[src/rtl/smm_route_ctl.sv]
module smm_route_ctl (
  input  logic        clk,
  input  logic        rst_n,
  input  logic        cfg_we,
  input  logic [3:0]  cfg_be,
  input  logic [31:0] cfg_wdata,
  output logic [31:0] cfg_rdata,
  input  logic        acc_in_win,
  input  logic        acc_is_code,
  input  logic        smm_active,
  output logic        route_mem,
  output logic        route_pci
);
  localparam int EnBit    = 31;
  localparam int OpenBit  = 26;
  localparam int ShutBit  = 25;
  localparam int LockBit  = 24;

  logic en_q, open_q, shut_q, lock_q;
  logic top_wr, lock_nx, mem_ok;

  assign top_wr  = cfg_we & cfg_be[3];
  assign lock_nx = lock_q | (top_wr & cfg_wdata[LockBit]);

  always_ff @(posedge clk or negedge rst_n) begin
    if (!rst_n) begin
      en_q   <= 1'b0;
      open_q <= 1'b0;
      shut_q <= 1'b0;
      lock_q <= 1'b0;
    end else begin
      lock_q <= lock_nx;
      if (top_wr) begin
        en_q   <= cfg_wdata[EnBit];
        shut_q <= cfg_wdata[ShutBit];
      end
      if (lock_nx)
        open_q <= 1'b0;
      else if (top_wr)
        open_q <= cfg_wdata[OpenBit];
    end
  end

  always_comb begin
    cfg_rdata          = '0;
    cfg_rdata[EnBit]   = en_q;
    cfg_rdata[OpenBit] = open_q;
    cfg_rdata[ShutBit] = shut_q;
    cfg_rdata[LockBit] = lock_q;
  end

  always_comb begin
    if (!en_q)        mem_ok = 1'b0;
    else if (open_q)  mem_ok = 1'b1;
    else if (shut_q)  mem_ok = acc_is_code & smm_active;
    else              mem_ok = smm_active;
  end

  assign route_mem = acc_in_win & mem_ok;
  assign route_pci = acc_in_win & ~mem_ok;
endmodule


[config.mk]
export PLATFORM = sky130hd
export DESIGN_NAME = smm_route_ctl
export DESIGN_NICKNAME = d
export VERILOG_FILES = /design/src/rtl/smm_route_ctl.sv
export SDC_FILE = /design/constraint.sdc
export NUM_CORES = 1
export LEC_CHECK = 0
export BUFFER_PORTS_ARGS = -buffer_cell sky130_fd_sc_hd__buf_4
export CAP_MARGIN = 20
export CELL_PAD_IN_SITES_DETAIL_PLACEMENT = 0
export CELL_PAD_IN_SITES_GLOBAL_PLACEMENT = 2
export CORE_AREA = 4 4 69 71
export DETAILED_ROUTE_END_ITERATION = 12
export DIE_AREA = 0 0 73 75
export GPL_ROUTABILITY_DRIVEN = 0
export GPL_TIMING_DRIVEN = 0
export PLACE_DENSITY = 0.74
export SKIP_LAST_GASP = 1
export SYNTH_ARGS = -nofsm -noshare
export SYNTH_HDL_FRONTEND = slang
export SYNTH_SLANG_ARGS = --single-unit
[constraint.sdc]
create_clock -name clk -period 3.3 [get_ports clk]
set_input_delay 0.99 -clock clk [delete_from_list [all_inputs] [get_ports clk]]
set_output_delay 0.99 -clock clk [all_outputs]
set_load 0.01 [all_outputs]
Word level (Yosys, flattened, before mapping)
Index checks and enable logic that the tools add are counted.
- bits in registers: 4
- output and inout bits: 34
- input port bits: 42
- reduce and logical (&&, ||, !) cells: 1
- muxes and demuxes: 5
- bitwise operators: 7
- operators with widths (cell ; number):
    $and A1 B1 Y1 ; 5
    $mux W1 ; 5
    $reduce_bool A2 Y1 ; 1
    $not A1 Y1 ; 1
    $or A1 B1 Y1 ; 1

Longest topological paths before layout
Gate-level depths: netlist of run 1.
- depth after elaboration: 6
- depth in mapped cells: 2
- depth with buffers taken out: 2

Least setup slack after synthesis of run 1
OpenSTA, ideal clock, no wires.
- kind: in2out
- from: input smm_active
- to: output route_mem
- stages on the path: 2
- setup slack: 0.903 ns
- arrival time: 1.407 ns
- cell sequence: o21ai_0 > nor3b_1
- longest elaborated chain between the ends: 5
- ends and longest elaborated chain (element ; RTL line ; source):
    start: declaration ; 10 ; input logic smm_active,
    $and A1 B1 Y1 ; 55 ; else if (shut_q) mem_ok = acc_is_code & smm_active;
    $mux W1 * ; 55 ;
    $mux W1 * ; 54 ; else if (open_q) mem_ok = 1'b1;
    $mux W1 * ; 53 ; if (!en_q) mem_ok = 1'b0;
    $and A1 B1 Y1 * ; 59 ; assign route_mem = acc_in_win & mem_ok;
    end: declaration ; 11 ; output logic route_mem,
Mark *: on every way between the ends. The rest lies on a longest branch, timed or not.

Worst setup path in the final report of run 1
- from: input acc_is_code
- to: output route_pci
- longest elaborated chain between the ends: 6
- ends and longest elaborated chain (element ; RTL line ; source):
    start: declaration ; 9 ; input logic acc_is_code,
    $and A1 B1 Y1 ; 55 ;
    $mux W1 ; 55 ;
    $mux W1 ; 54 ;
    $mux W1 ; 53 ;
    $not A1 Y1 ; 60 ; assign route_pci = acc_in_win & ~mem_ok;
    $and A1 B1 Y1 ; 60 ;
    end: declaration ; 12 ; output logic route_pci
Every way passes these cells.

==> reports/metrics.yaml, run 1 <==
pin_count: 76
outcome: "completed"
dr_total_vias: 360
root_buffer: "clkbuf_8"
ys_warn_count: 0
syn-instance-count: 48
setup_viol: 0
clock_latency_ns: 0.22
power_density_nw_per_um2: 309
grt_pass1_wl_mm: 1.29
n_antenna_cell: 0
synth_area_um2: 440
drtPass1Iterations: 2
drtIter0Drc: 1
gr-total-overflow: 0
rows: 24
first_global_vias: 317
antenna_found_initial: 0
clkSlewWorstSetupHoldPaths_ns: 0.03
finClkSkew_ns: 0.0000606
layout_setup_ws_ns: 0.672
fin_area_um2: 768
final_common_cell: "buf_4"
die_x_um: 73
place_area_um2: 727
syn_area_per_cell_um2: 9.18
drc: 0
portBuffers: 16
post_cts_buffers: 0
hold_class: "register to register"
vias_per_cell: 2.47
layout_common_cells: "buf_4, conb_1, dfrtp_1"
start_kind: "input pin"
whs_path_depth: 1
p_leak_nw: 0.442
drt_wl_total_um: 904
post-dp-hpwl_um: 846
rsz0062_at_grt: "false"
synth-seq-cells: 4
ctsResizeCount: 0
hold_viol: 0
avgRoutedWirePerCell_um: 6.19
grtUsageTotal: 0.0328
period_minus_slack_ns: 2.63
dpl_worst_slack_ns: 0.646
hold_buffers: 0
fin_total_pwr_uw: 237
numClockSinks: 4
drive_gt1_frac: 0.596
syn2layout_area_growth_pct: 74.4
numCtsBuffers: 3
drv_slew: 0
finalNetCount: 138
cts_tree: "done"
peakVddDrop_v: 0.000103
core_area_um2: 4230
die_h_um: 75
required_ns: 2.31
crit_path_end_kind: "output pin"
start_util: 0.104
clock_path_buffers: 2
cap_violations: 0
rr_worst_depth: 2
dieArea_um2: 5480
synth_cell_type_count: 12
arrival_ns: 1.64
ys_seq_area_frac: 0.227
path_class: "input pin to output pin"
grt_start_max_net_pins: 5
path_max_fanout: 2
cts_max_level: 1
max_freq_mhz: 381
fin_crit_sh: 0.796
setup_tns_ns: 0
drtAntennaViolNets: 0
## report_power, final
| part | internal [mW] | switching [mW] | leakage (nW) |
|---|---|---|---|
| clock network | 0.0777 | 0.0244 | 0.0216 |
| registers | 0.0531 | 0.00295 | 0.0462 |
| logic | 0.0474 | 0.0315 | 0.374 |
| total | 0.178 | 0.0589 | 0.442 |
## final timing paths
kind | to | slack, ns | startpoint
worst max register to register | open_q | 2.48 | open_q
max in group asynchronous | en_q | 2.64 | rst_n
worst min-delay path | open_q | 0.46 | lock_q
worst max-delay path | route_pci | 0.67 | acc_is_code
min in group asynchronous | lock_q | 0.56 | rst_n
worst min register to register | open_q | 0.46 | lock_q
## metrics by stage
stage / std cells / hold WS, ns / utilization
CTS: 146 / 0.463 / 0.181
detailed placement: 143 / 0.458 / 0.172
global route: 146 / 0.502 / 0.181
finish: 146 / 0.458 / 0.181
global placement: 143 / 0.440 / 0.172
floorplan: 75 / 0.423 / -
## per-layer routing
metal | wire, um | share of wire | global-route usage
met5 | 0 | 0 | 0
met4 | 40 | 0.044 | 0.0369
met3 | 129 | 0.14 | 0.0147
met2 | 475 | 0.53 | 0.0546
met1 | 259 | 0.29 | 0.0272
## sequential cells by signal, indices dropped and copies added, names as in the netlist
signal / flops
lock_q: 1
open_q: 1
en_q: 1
shut_q: 1
## kinds of logic (layout without fill, tap and decap cells)
kind of cell,after synthesis,count (layout),synth area share
compound gates,5,5,0.0824
mux,2,2,0.0682
simple gates,4,4,0.0682
buf+inv,32,51,0.545
other cells,1,28,0.00851
flops,4,4,0.227
## Yosys cell counts, drive strengths merged
library cell   n  share of area
a21bo          1          0.023
mux2           2          0.068
o21ai          1          0.011
buf           32           0.55
a21oi          1          0.011
o21a           1          0.017
conb           1         0.0085
nand2          1          0.014
nor3b          2          0.034
nand4b         1          0.020
dfrtp          4           0.23
a31o           1          0.020
## worst max-delay path, cell delays in order
cell,delay [ns]
buf_4,0.11
nor3b_1,0.26
o21a_1,0.17
buf_4,0.11
## final cells by class
type	count	area [um2]
Buffer	32	240
Clock buffer	3	41.3
Fill cell	488	3470
Multi-Input combinational cell	39	201
Sequential cell	4	100
Tap cell	52	65.1
Timing Repair Buffer	16	120
Note: power is estimated with default switching activity, not from simulation.
==> run 2, diff against run 1 <==
CORE_AREA = 4 4 72 74   (was 4 4 69 71)
DIE_AREA = 0 0 76 78   (was 0 0 73 75)
PLACE_DENSITY = 0.72   (was 0.74)
clock period = 2.2 ns   (was 3.3 ns; I/O delays follow)
==> reports/metrics.yaml, run 2 (synthesis gave the netlist of run 1 again) <==
outcome: "completed"
root_buffer: "clkbuf_8"
cts_max_level: 1  # unchanged
max_freq_mhz: 515
path_max_fanout: 2  # unchanged
required_ns: 1.54  # -0.77 ns
core_area_um2: 4600  # +8.6%
finClkSkew_ns: 0.0000336  # -0.0000270 ns
power_density_nw_per_um2: 456  # +48%
antenna_found_initial: 0  # unchanged
period_minus_slack_ns: 1.94
layout_setup_ws_ns: 0.257  # -0.416 ns
grtUsageTotal: 0.0292  # -0.00356
path_class: "input pin to output pin"
setup_viol: 0  # unchanged
dieArea_um2: 5930  # +8.3%
fin_util: 0.168  # -0.0138
hold_buffers: 0  # unchanged
fin_area_um2: 771  # +0.33%
first_global_vias: 319  # +0.63%
drv_slew: 0  # unchanged
gr-total-overflow: 0  # unchanged
numClockSinks: 4  # unchanged
die_h_um: 78  # +4.0%
crit_path_end_kind: "output pin"
avgRoutedWirePerCell_um: 5.74  # -7.2%
stdcell_count: 148  # +1.4%
drtPass1Iterations: 4  # +2
rrSetupSlack_ns: 1.40  # -1.08 ns
fin_total_pwr_uw: 351  # +48%
clock_path_buffers: 2  # unchanged
cap_violations: 0  # unchanged
drive_gt1_frac: 0.596  # unchanged
hold_class: "input pin to async pin"
post_cts_buffers: 0  # unchanged
drt_wl_total_um: 850  # -6.0%
cp-endpoint: "route_pci"
grt_pass1_wl_mm: 1.35  # +4.8%
fin_crit_sh: 0.883
grt_start_max_net_pins: 5  # unchanged
peakVddDrop_v: 0.0000940  # -8.8%
route.met3.wl_um: 121  # -6.2%
critPathLaunch: "acc_is_code"
dp_cells: 145  # +1.4%
dr_total_vias: 333  # -7.5%
fin_hold_ws_ns: 0.238  # -0.219 ns
pin_count: 76  # unchanged
routed-wl-met2_um: 351  # -26%
n_antenna_cell: 0  # unchanged
p_leak_nw: 0.442  # unchanged
clkSlewWorstSetupHoldPaths_ns: 0.03  # about the same
drtIter0Drc: 3  # +2
drtAntennaViolNets: 0  # unchanged
start_util: 0.0958  # -0.00824
die_x_um: 76  # +4.1%
start_kind: "input pin"
ctsResizeCount: 0  # unchanged
rsz0062_at_grt: "false"
numCtsBuffers: 3  # unchanged
hold_viol: 0  # unchanged
r2r_start: "open_q"
syn2layout_area_growth_pct: 75.0
timing.rr.end: "open_q"
arrival_ns: 1.28  # -0.36 ns
layout_common_cells: "buf_4, conb_1, dfrtp_1"
topRoutingLayerUsed: "met3"
place_area_um2: 729  # +0.34%
post-dp-hpwl_um: 785  # -7.2%
setup_tns_ns: 0  # unchanged
dpl_worst_slack_ns: 0.249  # -0.397 ns
vias_per_cell: 2.25  # -8.8%
portBuffers: 16  # unchanged
rows: 25  # +4.2%
rr_worst_depth: 2  # unchanged
final_common_cell: "buf_4"
finalNetCount: 138  # unchanged
drc: 0  # unchanged
clock_latency_ns: 0.21  # about the same
cts_tree: "done"
met1_length_um: 377  # +46%
-- run 2: cell counts in the layout (fill, tap and decap cells not counted) --
No cell type changed its count.
-- run 2: worst min-delay path by stage --
| stage | slack [ns] | endpoint | start |
|---|---|---|---|
| floorplan | 0.36 | en_q | rst_n |
| global placement | 0.45 | open_q | lock_q |
| detailed placement | 0.44 | open_q | lock_q |
| CTS | 0.23 | en_q | rst_n |
| global route | 0.24 | open_q | rst_n |
| finish | 0.24 | en_q | rst_n |
-- run 2: worst max-delay path, cell delays in order --
cell	delay, ns
buf_4	0.11
nor3b_1	0.23
o21a_1	0.17
buf_4	0.11
-- run 2: final cells by class --
class / instances / area, um2
timing repair buffer: 16 / 120
tap: 54 / 67.6
multi-input combinational: 39 / 201
buffer: 32 / 240
sequential: 4 / 100
fill: 512 / 3830
clock buffer: 3 / 41.3
-- run 2: power by group --
group / switching (mW) / total [mW] / internal [mW]
logic: 0.0473 / 0.118 / 0.0712
clock network: 0.0328 / 0.149 / 0.116
registers: 0.00433 / 0.0841 / 0.0797
-- run 2: routing by layer --
metal	track usage	up-vias
met5	0	-
met4	0.0267	0
met3	0.0197	0
met2	0.0368	27
met1	0.0320	118
li1	-	188
